===== src/rtl/evt_agg_pkg.sv =====
package evt_agg_pkg;

    localparam int unsigned REG_W     = 32;
    localparam int unsigned NUM_SRC   = 13;
    localparam int unsigned SRC_LSB   = REG_W - NUM_SRC;

    typedef enum logic {
        SEL_EVENT = 1'b0,
        SEL_MASK  = 1'b1
    } reg_sel_e;

    typedef struct packed {
        logic [REG_W-1:0] evt;
        logic [REG_W-1:0] msk;
    } agg_regs_t;

    // register bit that drives each interrupt line
    function automatic int unsigned line_src_bit(input int unsigned line);
        case (line)
            0:       line_src_bit = 27;
            1:       line_src_bit = 26;
            2:       line_src_bit = 19;
            3:       line_src_bit = 20;
            4:       line_src_bit = 25;
            5:       line_src_bit = 24;
            6:       line_src_bit = 23;
            7:       line_src_bit = 21;
            8:       line_src_bit = 31;
            9:       line_src_bit = 28;
            10:      line_src_bit = 22;
            11:      line_src_bit = 29;
            12:      line_src_bit = 30;
            default: line_src_bit = SRC_LSB;
        endcase
    endfunction

endpackage


===== src/rtl/evt_set_expand.sv =====
module evt_set_expand #(
    parameter int unsigned DATA_W  = evt_agg_pkg::REG_W,
    parameter int unsigned NUM_EVT = evt_agg_pkg::NUM_SRC
) (
    input  logic [NUM_EVT-1:0] pulse_i,
    output logic [DATA_W-1:0]  set_vec_o
);
    localparam int unsigned LOW_W = DATA_W - NUM_EVT;

    // sources occupy the top of the word; low part can never be set
    assign set_vec_o = {pulse_i, {LOW_W{1'b0}}};
endmodule


===== src/rtl/evt_line_map.sv =====
module evt_line_map #(
    parameter int unsigned DATA_W    = evt_agg_pkg::REG_W,
    parameter int unsigned NUM_LINES = evt_agg_pkg::NUM_SRC
) (
    input  logic [DATA_W-1:0]    active_i,
    output logic [NUM_LINES-1:0] lines_o
);
    for (genvar g = 0; g < NUM_LINES; g++) begin : g_line
        localparam int unsigned SRC = evt_agg_pkg::line_src_bit(g);
        assign lines_o[g] = active_i[SRC];
    end
endmodule


===== src/rtl/evt_rd_mux.sv =====
module evt_rd_mux #(
    parameter int unsigned DATA_W = evt_agg_pkg::REG_W
) (
    input  logic              sel_i,
    input  logic [DATA_W-1:0] evt_i,
    input  logic [DATA_W-1:0] msk_i,
    output logic [DATA_W-1:0] rdata_o
);
    assign rdata_o = (sel_i == evt_agg_pkg::SEL_MASK) ? msk_i : evt_i;
endmodule


===== src/rtl/irq_event_agg.sv =====
module irq_event_agg
    import evt_agg_pkg::*;
#(
    parameter int unsigned DATA_W    = REG_W,
    parameter int unsigned NUM_LINES = NUM_SRC
) (
    input  logic                 clk,
    input  logic                 rst_n,
    input  logic                 soft_clr_i,
    input  logic [NUM_LINES-1:0] evt_pulse_i,
    input  logic                 bus_we_i,
    input  logic                 bus_sel_i,
    input  logic [DATA_W-1:0]    bus_wdata_i,
    output logic [DATA_W-1:0]    bus_rdata_o,
    output logic [NUM_LINES-1:0] irq_o
);
    agg_regs_t              regs_d, regs_q;
    logic [NUM_LINES-1:0]   irq_d, irq_q;
    logic [DATA_W-1:0]      set_vec;
    logic [DATA_W-1:0]      active_d;
    logic [DATA_W-1:0]      evt_cur;
    logic [DATA_W-1:0]      msk_cur;

    evt_set_expand #(.DATA_W(DATA_W), .NUM_EVT(NUM_LINES)) u_expand (
        .pulse_i   (evt_pulse_i),
        .set_vec_o (set_vec)
    );

    always_comb begin
        regs_d = regs_q;
        if (bus_we_i && bus_sel_i == SEL_EVENT) begin
            regs_d.evt = regs_q.evt & ~bus_wdata_i;
        end
        if (bus_we_i && bus_sel_i == SEL_MASK) begin
            regs_d.msk = bus_wdata_i;
        end
        // a new pulse wins over a same-cycle acknowledge
        regs_d.evt = regs_d.evt | set_vec;
        if (soft_clr_i) begin
            regs_d.evt = '0;
            regs_d.msk = '0;
        end
    end

    assign active_d = regs_d.evt & regs_d.msk;

    evt_line_map #(.DATA_W(DATA_W), .NUM_LINES(NUM_LINES)) u_map (
        .active_i (active_d),
        .lines_o  (irq_d)
    );

    always_ff @(posedge clk or negedge rst_n) begin
        if (!rst_n) begin
            regs_q <= '0;
            irq_q  <= '0;
        end else begin
            regs_q <= regs_d;
            irq_q  <= irq_d;
        end
    end

    assign evt_cur = regs_q.evt;
    assign msk_cur = regs_q.msk;

    evt_rd_mux #(.DATA_W(DATA_W)) u_rd (
        .sel_i   (bus_sel_i),
        .evt_i   (evt_cur),
        .msk_i   (msk_cur),
        .rdata_o (bus_rdata_o)
    );

    assign irq_o = irq_q;
endmodule


===== config.mk =====
export PLATFORM = sky130hd
export DESIGN_NAME = irq_event_agg
export DESIGN_NICKNAME = d
export VERILOG_FILES = /design/src/rtl/evt_agg_pkg.sv /design/src/rtl/evt_set_expand.sv /design/src/rtl/evt_line_map.sv /design/src/rtl/evt_rd_mux.sv /design/src/rtl/irq_event_agg.sv
export SDC_FILE = /design/constraint.sdc
export NUM_CORES = 1
export LEC_CHECK = 0
export BUFFER_PORTS_ARGS = -buffer_cell sky130_fd_sc_hd__buf_2
export CAP_MARGIN = 20
export CORE_UTILIZATION = 52
export CTS_CLUSTER_SIZE = 24
export DETAILED_ROUTE_END_ITERATION = 8
export GPL_TIMING_DRIVEN = 1
export PLACE_DENSITY = 0.8
export REMOVE_ABC_BUFFERS = 1
export SETUP_SLACK_MARGIN = 0.2
export SYNTH_ARGS = -nofsm -noshare
export SYNTH_HDL_FRONTEND = slang
export SYNTH_SLANG_ARGS = --single-unit

===== constraint.sdc =====
create_clock -name clk -period 1.17 [get_ports clk]
set_clock_uncertainty 0.05 [all_clocks]
set_input_delay 0.117 -clock clk [delete_from_list [all_inputs] [get_ports clk]]
set_output_delay 0.117 -clock clk [all_outputs]
set_load 0.02 [all_outputs]

==> results.toml, run 1 <==
[grt]
grt_pass1_wl_um = 15280
grt_max_degree = 78
track_usage_pct = 31.28
first_global_vias = 3213
overflow = 0
antenna_found_initial = 0

[outcome]
outcome = "complete, but fails checks"
violations = "setup timing"

[floorplan]
rows = 28
initial_utilization_pct = 55.12
coreArea_mm2 = 0.006061
die-width_um = 82.15
chipHeight_um = 82.15
die_area_mm2 = 0.006749
io_pins = 95

[timing]
worst_slack_ns = -0.1758
max_freq_mhz = 743.0
min_period_over_period_pct = 115.0
final.hold.worst_slack_ns = 0.04078
worst_slew_pin_slew_ns = 0.4040
min_period_ns = 1.346
setup_viol = 32
finalHoldViolCount = 0
rsz0062_at_grt = "true"
slew_viol_final = 0
slew_headroom_pct = 73.07

[worst_setup_path]
critPathMaxFanout = 2
r2r_setup_slack_ns = 0.12
required_ns = 1.00
timing.rr.start = "evt_cur[22]$_DFF_PN0_"
start_kind = "flip-flop"
worstSetupPathType = "reg2out"
r2r-end = "evt_cur[22]$_DFF_PN0_"
critPathCaptureType = "primary output"
worstSetupStartpoint = "msk_cur[20]$_DFF_PN0_"
reg2reg_depth = 4
arrival_ns = 1.18

[power_and_ir_drop]
powerDensity_mw_per_mm2 = 1149
p_sw_mw = 1.647
p_leak_nw = 2.633
switching_share_pct = 26.46
p_seq_share_pct = 45.2
pwr-share-clk_pct = 36.4
p_int_mw = 4.578
irDropWorstVdd_uv = 1011
p_comb_share_pct = 18.3
power_mw = 6.225

[yosys]
yosysUniqueCellTypes = 15
ys_warn_count = 0
synth-seq-area-share_pct = 57.68
netlist_instances = 321
syn-cell-area_mm2 = 0.003341
syn_avg_cell_area_um2 = 10.41
ys_ff_latch = 77

[place]
hpwl_um = 5115
io_buffers = 94
pre_cts_slack_ns = -0.04399
gp_congestion = 0.7593

[clock_network]
clock_path_buffers = 2
htreeDepth = 3
cts_tree = "done"
cts_buffers = 9
clock-sinks = 77
clockRootBuffer = "clkbuf_8"
clk_pin_slew_ns = 0.09
clk_latency_ns = 0.35

[routing]
drt_iter0_drc = 331
via_count = 3306
dr.pass1.iters = 5
via_per_inst = 5.780
routedWlPerCell_um = 20.62
antenna_left = 0
drc_errors = 0
finalWirelength_um = 11790

[layout]
area_growth_pct = 62.21
num_antenna_cells = 0
drive_gt1_share_pct = 42.86
nNetsFinal = 542

[min_path]
hold_class = "in2reg"
hp-start = "bus_wdata_i[28]"
min_to = "msk_cur[28]$_DFF_PN0_"
hold_depth = 3

[job]
max_cap_viol_count = 0
==> critical path, cell delays in order, from the launching register on <==
cell     delay (ns)
dfrtp_1        0.41
mux2_4         0.28
buf_6          0.13
==> kinds of logic after synthesis <==
kind of cell | Yosys count | synth area share [%]
mux | 32 | 10.79
flops | 77 | 57.68
simple gates | 112 | 15.62
compound gates | 77 | 12.66
buf+inv | 23 | 3.258
==> flip-flops by register name, summed over array words and instances, names as in the netlist <==
name     flops
evt_cur     32
msk_cur     32
irq_o       13
==> how the worst max path moves through the flow <==
| stage | cells past startpoint | endpoint | slack, ns |
|---|---|---|---|
| floorplan | 3 | irq_o[8]$_DFF_PN0_ | -0.03 |
| global placement | 4 | bus_rdata_o[0] | 0.02 |
| detailed placement | 5 | irq_o[11]$_DFF_PN0_ | -0.04 |
| CTS | 2 | bus_rdata_o[28] | -0.16 |
| global route | 2 | bus_rdata_o[14] | -0.19 |
| finish | 2 | bus_rdata_o[20] | -0.18 |
==> timing repair <==
| action | CTS | global route |
|---|---|---|
| endpoints found under the hold margin | 139 | 0 |
| hold buffers | 42 | 0 |
| resized for setup | 113 | 38 |
| setup buffers | 13 | 21 |
| pin swaps | 0 | 10 |
| setup endpoints to repair | 45 | 62 |
==> layer usage <==
| layer | share of wire (%) | routed length, um | up-vias | global-route usage (%) |
|---|---|---|---|---|
| met2 | 52 | 6164 | 203 | 57.02 |
| li1 | - | - | 1432 | - |
| met5 | 0 | 0 | - | 0 |
| met3 | 6.6 | 778 | 48 | 5.604 |
| met4 | 3.5 | 413 | 0 | 12.28 |
| met1 | 38 | 4437 | 1623 | 36.26 |
==> cell type report <==
type                            instances  area [um^2]
Clock buffer                           10        137.6
Fill cell                             261        641.9
Clock inverter                          6        86.33
Timing Repair Buffer                  183         1647
Tap cell                               75        93.84
Sequential cell                        77         1927
Multi-Input combinational cell        221         1528
==> Yosys cell counts <==
master	count	share of area (%)
a21oi_1	64	9.6
clkbuf_1	8	0.90
nand3b_1	13	2.9
nand2b_1	19	3.6
nor2_1	13	1.5
buf_2	12	1.8
a211oi_1	12	2.7
buf_4	2	0.45
nor2b_1	1	0.19
mux2_2	32	11
dfrtp_1	77	58
buf_1	1	0.11
nand2_1	65	7.3
a211oi_2	1	0.37
and2_1	1	0.19
==> placed cells by master (no fill, tap or decap) <==
| cell | n |
|---|---|
| a21oi_1 | 55 |
| nand2_2 | 3 |
| buf_6 | 48 |
| buf_4 | 37 |
| a21oi_4 | 2 |
| a21oi_2 | 7 |
| a211oi_2 | 11 |
| bufinv_16 | 2 |
| clkinvlp_4 | 1 |
| a211oi_1 | 2 |
| dlygate4sd3_1 | 39 |
| buf_2 | 48 |
| buf_12 | 8 |
| clkbuf_8 | 10 |
| mux2_4 | 29 |
| mux2_2 | 3 |
| nand3b_1 | 13 |
| dlymetal6s4s_1 | 3 |
| nand2b_1 | 19 |
| and2_1 | 1 |
| nand2_1 | 61 |
| nand2_4 | 1 |
| dfrtp_1 | 77 |
| nor2b_1 | 1 |
| clkinv_4 | 1 |
| clkinv_2 | 2 |
| nor2_1 | 13 |
==> stage by stage <==
step           std cells  util, %  area [um^2]  setup TNS, ns
2_1_floorplan        298        -         3232        -0.4452
3_3_place_gp         480    65.94         3996              0
3_5_place_dp         480    65.94         3996       -0.08698
4_1_cts              551    84.25         5106         -4.482
5_1_grt              572    89.41         5419         -5.412
6_report             572    89.41         5419         -4.667
==> power by group through the flow <==
stage,sequential [mW],clock [mW],combinational (mW)
after floorplan,2.86,0,0.300
after global placement,2.85,0,0.713
after detailed placement,2.85,0,0.728
after CTS,2.81,2.26,0.981
after global routing,2.82,2.36,1.21
final,2.82,2.27,1.14
No activity file was read; power rests on OpenSTA's default activity.
==> inputs of run 2 (changes only) <==
Settings changed: CORE_MARGIN set to 8.
==> run 2 against run 1 <==
  * The run still ends with setup timing left
  * Worst hold slack got worse by 0.020 ns
  * Non-clock buffer count rose by 7
  * Setup slack improved by 0.0020 ns
  * Core utilization fell by 2.0 points
  * Clock-buffer cell count rose by 3
  * Critical path depth did not move
  * Sequential cell count did not move
  * Global-route usage fell by 8.0 points
  * Final cell count rose by 1.7%
  * Combinational power barely moved
  * Clock power rose by 13%
==> results.toml, run 2 (synthesis gave the netlist of run 1 again) <==
[outcome]
outcome = "complete, but fails checks"
violations = "setup timing"

[worst_setup_path]
arrival_ns = 1.18
worstSetupPathType = "reg2out"
critPathMaxFanout = 2
reg2reg_depth = 4
r2r_setup_slack_ns = 0.13
critPathCaptureType = "primary output"
worstSetupStartpoint = "evt_cur[30]$_DFF_PN0_"
timing.rr.start = "evt_cur[27]$_DFF_PN0_"
start_kind = "flip-flop"
required_ns = 1.00

[routing]
drt_iter0_drc = 123
routedWlPerCell_um = 19.56
antenna_left = 0
drc_errors = 0
via_per_inst = 5.448
via_count = 3171
dr.pass1.iters = 4
finalWirelength_um = 11390

[power_and_ir_drop]
p_sw_mw = 1.568
p_seq_share_pct = 43.4
p_comb_share_pct = 17.2
pwr-share-clk_pct = 39.4
switching_share_pct = 24.18
p_leak_nw = 2.660
irDropWorstVdd_uv = 819.1
p_int_mw = 4.916
powerDensity_mw_per_mm2 = 1182

[min_path]
hp-start = "bus_wdata_i[29]"
hold_depth = 3
hold_class = "in2reg"

[clock_network]
clockRootBuffer = "clkbuf_8"
clk_pin_slew_ns = 0.08
cts_buffers = 9
cts_tree = "done"
clock-sinks = 77
clk_latency_ns = 0.33
htreeDepth = 3
clock_path_buffers = 2

[timing]
setup_viol = 32
max_freq_mhz = 744.1
slew_headroom_pct = 74.47
min_period_ns = 1.344
rsz0062_at_grt = "true"
slew_viol_final = 0
min_period_over_period_pct = 114.9
worst_slew_pin_slew_ns = 0.3830
worst_slack_ns = -0.1738
finalHoldViolCount = 0

[layout]
nFillCells = 284
post-route-util_pct = 87.36
final_cell_mix = "dfrtp_1, nand2_1, a21oi_1"
multi_input_comb_area_mm2 = 0.001513
register_area_mm2 = 0.001927
layout_commonest_cell = "dfrtp_1"
nNetsFinal = 549
area_growth_pct = 64.16
drive_gt1_share_pct = 41.87

[floorplan]
chipHeight_um = 96.15
die_area_mm2 = 0.009245
io_pins = 95
die-width_um = 96.15
coreArea_mm2 = 0.006277
rows = 29
initial_utilization_pct = 53.22

[grt]
track_usage_pct = 23.32
overflow = 0
antenna_found_initial = 1
grt_pass1_wl_um = 16460
first_global_vias = 3371
grt_max_degree = 77

[place]
gp_congestion = 0.7515
io_buffers = 94
pre_cts_slack_ns = -0.01876
hpwl_um = 5826

[job]
max_cap_viol_count = 0
-- run 2: cell count changes in the layout (fill, tap and decap cells not counted), sizes merged --
cell	before	now
buf	141	146
dlygate4sd3	39	43
clkbuf	10	13
clkinv	3	0
dlymetal6s4s	3	1
bufinv	2	3
clkinvlp	1	0
diode	0	1
-- run 2: what timing repair did --
item / CTS / global route
cloned: 0 / 0
hold buffers: 44 / 0
pin swaps: 0 / 5
setup buffers: 17 / 20
hold endpoints to repair: 142 / 0
endpoints found under the setup margin: 45 / 58
resized for setup: 104 / 40
-- run 2: cell type report --
class                   instances  area share (%)
multi-input cells             221           27.58
clock inverters                 3           1.643
diodes                          1         0.04563
well taps                      77           1.757
clock buffers                  13           3.080
flip-flops and latches         77           35.14
repair buffers                190           30.76
-- run 2: metal layers --
metal  global-route usage, %  wire [um]
met1                   25.67       4457
met4                   11.91        278
met5                       0          0
met3                   5.460        766
met2                   41.03       5882
-- run 2: power groups by stage --
stage | clock [mW] | combinational (mW) | sequential [mW]
final | 2.56 | 1.11 | 2.81
after global routing | 2.69 | 1.18 | 2.82
after CTS | 2.57 | 0.986 | 2.80
after detailed placement | 0 | 0.733 | 2.85
after global placement | 0 | 0.715 | 2.85
after floorplan | 0 | 0.300 | 2.86
-- run 2: final timing paths --
path	end
worst max-delay path	bus_rdata_o[30]
worst min-delay path	msk_cur[29]$_DFF_PN0_
worst max register to register	evt_cur[27]$_DFF_PN0_
worst min register to register	evt_cur[7]$_DFF_PN0_
max in group asynchronous	msk_cur[8]$_DFF_PN0_
min in group asynchronous	evt_cur[19]$_DFF_PN0_
-- run 2: stage by stage --
step	instances	hold slack [ns]	TNS [ns]	instance area [um^2]	power, mW
6_report	582	0.02119	-4.329	5484	6.483
3_3_place_gp	484	0.002082	0	4001	3.561
5_1_grt	582	0.02553	-5.523	5484	6.696
4_1_cts	561	0.003572	-4.395	5162	6.362
2_1_floorplan	298	-0.2286	-0.4452	3232	3.157
3_5_place_dp	484	0.009117	-0.01876	4001	3.584
-- run 2: worst max-delay path, stage by stage, from the launching register on --
cell and delay, ns:
dfrtp_1 0.42, mux2_4 0.29, buf_6 0.13
==> inputs of run 3 (changes only) <==
==> constraint.sdc (replaced) <==
create_clock -name clk -period 1.17 [get_ports clk]
set_clock_uncertainty 0.05 [all_clocks]
set_input_delay 0.1755 -clock clk [delete_from_list [all_inputs] [get_ports clk]]
set_output_delay 0.1755 -clock clk [all_outputs]
set_load 0.02 [all_outputs]
==> run 3 against run 2 <==
  * The flow still finishes with violations (setup timing)
  * Core utilization fell by 6.3 points
  * Wire length down 8.0%
  * Register-to-register slack better by 0.09 ns
  * Non-clock buffer count shrank 31
  * Total power fell by 3.3%
  * Fmax fell by 3.8%
  * First-iteration DRC count is 2.4% higher
  * Sequential power hardly changed
  * Largest power group unchanged
  * Highest routed layer unchanged
==> results.toml, run 3 (synthesis gave the netlist of run 1 again) <==
[timing]
min_period_ns = 1.398
slew_headroom_pct = 72.32
setup_viol = 32
finalHoldViolCount = 0
worst_slew_pin_slew_ns = 0.4152
final.hold.worst_slack_ns = 0.01054
min_period_over_period_pct = 119.5
worst_slack_ns = -0.2276
rsz0062_at_grt = "true"
max_freq_mhz = 715.5
slew_viol_final = 0

[worst_setup_path]
worstSetupPathType = "reg2out"
required_ns = 0.94
start_kind = "flip-flop"
critPathCaptureType = "primary output"
critPathMaxFanout = 2
r2r_setup_slack_ns = 0.22
r2r-end = "irq_o[5]$_DFF_PN0_"
arrival_ns = 1.17
reg2reg_depth = 4
timing.rr.start = "msk_cur[24]$_DFF_PN0_"

[place]
io_buffers = 94
gp_congestion = 0.7280
dpl_cell_area_mm2 = 0.003999
hpwl_um = 5668

[outcome]
outcome = "complete, but fails checks"
violations = "setup timing"

[routing]
via_per_inst = 5.589
highest-signal-layer = "met4"
dr.pass1.iters = 4
routedWlPerCell_um = 19.03
drt_iter0_drc = 126
wl_met2_um = 5371
finalWirelength_um = 10470
wl_met3_um = 820
wl_met1_um = 3990
antenna_left = 0
via_count = 3074
drc_errors = 0

[floorplan]
die_area_mm2 = 0.009245
io_pins = 95
chipHeight_um = 96.15
coreArea_mm2 = 0.006277
rows = 29
initial_utilization_pct = 53.22
die-width_um = 96.15

[min_path]
hp-start = "evt_pulse_i[8]"
hold_class = "in2reg"
hold_depth = 3
min_to = "evt_cur[27]$_DFF_PN0_"

[layout]
nFillCells = 351
layout_commonest_cell = "dfrtp_1"
nNetsFinal = 518
register_area_mm2 = 0.001927
fin_area_mm2 = 0.005091
drive_gt1_share_pct = 40.38
final_cell_mix = "dfrtp_1, nand2_1, a21oi_1"
multi_input_comb_area_mm2 = 0.001458
area_growth_pct = 52.40
num_antenna_cells = 0

[clock_network]
clk_pin_slew_ns = 0.08
clock_path_buffers = 2
cts_tree = "done"
clock-sinks = 77
htreeDepth = 3
clk_latency_ns = 0.35
clockRootBuffer = "clkbuf_8"
cts_buffers = 9

[job]
max_cap_viol_count = 0

[grt]
grt_pass1_wl_um = 16010
overflow = 0
track_usage_pct = 22.89
grt_max_degree = 78
antenna_found_initial = 0
first_global_vias = 3137

[power_and_ir_drop]
p_leak_nw = 2.485
irDropWorstVdd_uv = 1199
power_mw = 6.267
powerDensity_mw_per_mm2 = 1231
[run 3: cell count changes in the layout (fill, tap and decap cells not counted), sizes merged]
cell	change
dlymetal6s4s	-1
buf	-10
dlygate4sd3	-20
diode	-1
clkinv	+1
clkbuf	-1
[run 3: worst max-delay path by stage]
stage                     startpoint                  to  slack (ns)  cells past startpoint
2_1_floorplan               bus_we_i  irq_o[8]$_DFF_PN0_       -0.09                      3
3_3_place_gp               bus_sel_i      bus_rdata_o[4]       -0.10                      4
3_5_place_dp               bus_sel_i      bus_rdata_o[4]       -0.12                      4
4_1_cts         evt_cur[2]$_DFF_PN0_      bus_rdata_o[2]       -0.23                      2
5_1_grt        msk_cur[15]$_DFF_PN0_     bus_rdata_o[15]       -0.25                      2
6_report       evt_cur[15]$_DFF_PN0_     bus_rdata_o[15]       -0.23                      2
[run 3: layer usage]
metal	vias to the layer above	track usage [%]
li1	1381	-
met3	28	5.382
met2	143	39.73
met4	0	10.37
met1	1522	26.16
met5	-	0
[run 3: power by group]
group	internal [mW]	switching [mW]	total, mW	leakage [nW]
clock	1.48	0.992	2.47	0.121
sequential	2.75	0.0562	2.81	1.04
combinational	0.489	0.501	0.990	1.32
total	4.72	1.55	6.27	2.49
[run 3: metrics by stage]
step                      TNS, ns  util (%)  cells  worst slack (ns)
final                      -6.543     81.10    550           -0.2276
after global routing       -7.393     81.10    550           -0.2510
after CTS                  -6.690     79.21    540           -0.2346
after detailed placement   -3.506     63.70    487           -0.1186
after global placement     -2.699     63.70    487           -0.1050
after floorplan            -1.530         -    298          -0.09277
[run 3: worst max-delay path, stage by stage, from the launching register on]
cell and delay, ns:
dfrtp_1 0.40, mux2_4 0.29, buf_6 0.13
[run 3: layout make-up]
cell class | instances | share of cell area [%]
flip-flops and latches | 77 | 37.85
multi-input cells | 221 | 28.63
repair buffers | 159 | 26.91
clock buffers | 12 | 2.851
clock inverters | 4 | 1.868
well taps | 77 | 1.892
[run 3: repair_timing]
action / CTS / global route
hold endpoints to repair: 99 / 0
gates cloned: 0 / 0
endpoints found under the setup margin: 45 / 50
hold buffers: 23 / 0
buffers inserted: 14 / 10
pin swaps: 0 / 1
resized for setup: 121 / 11
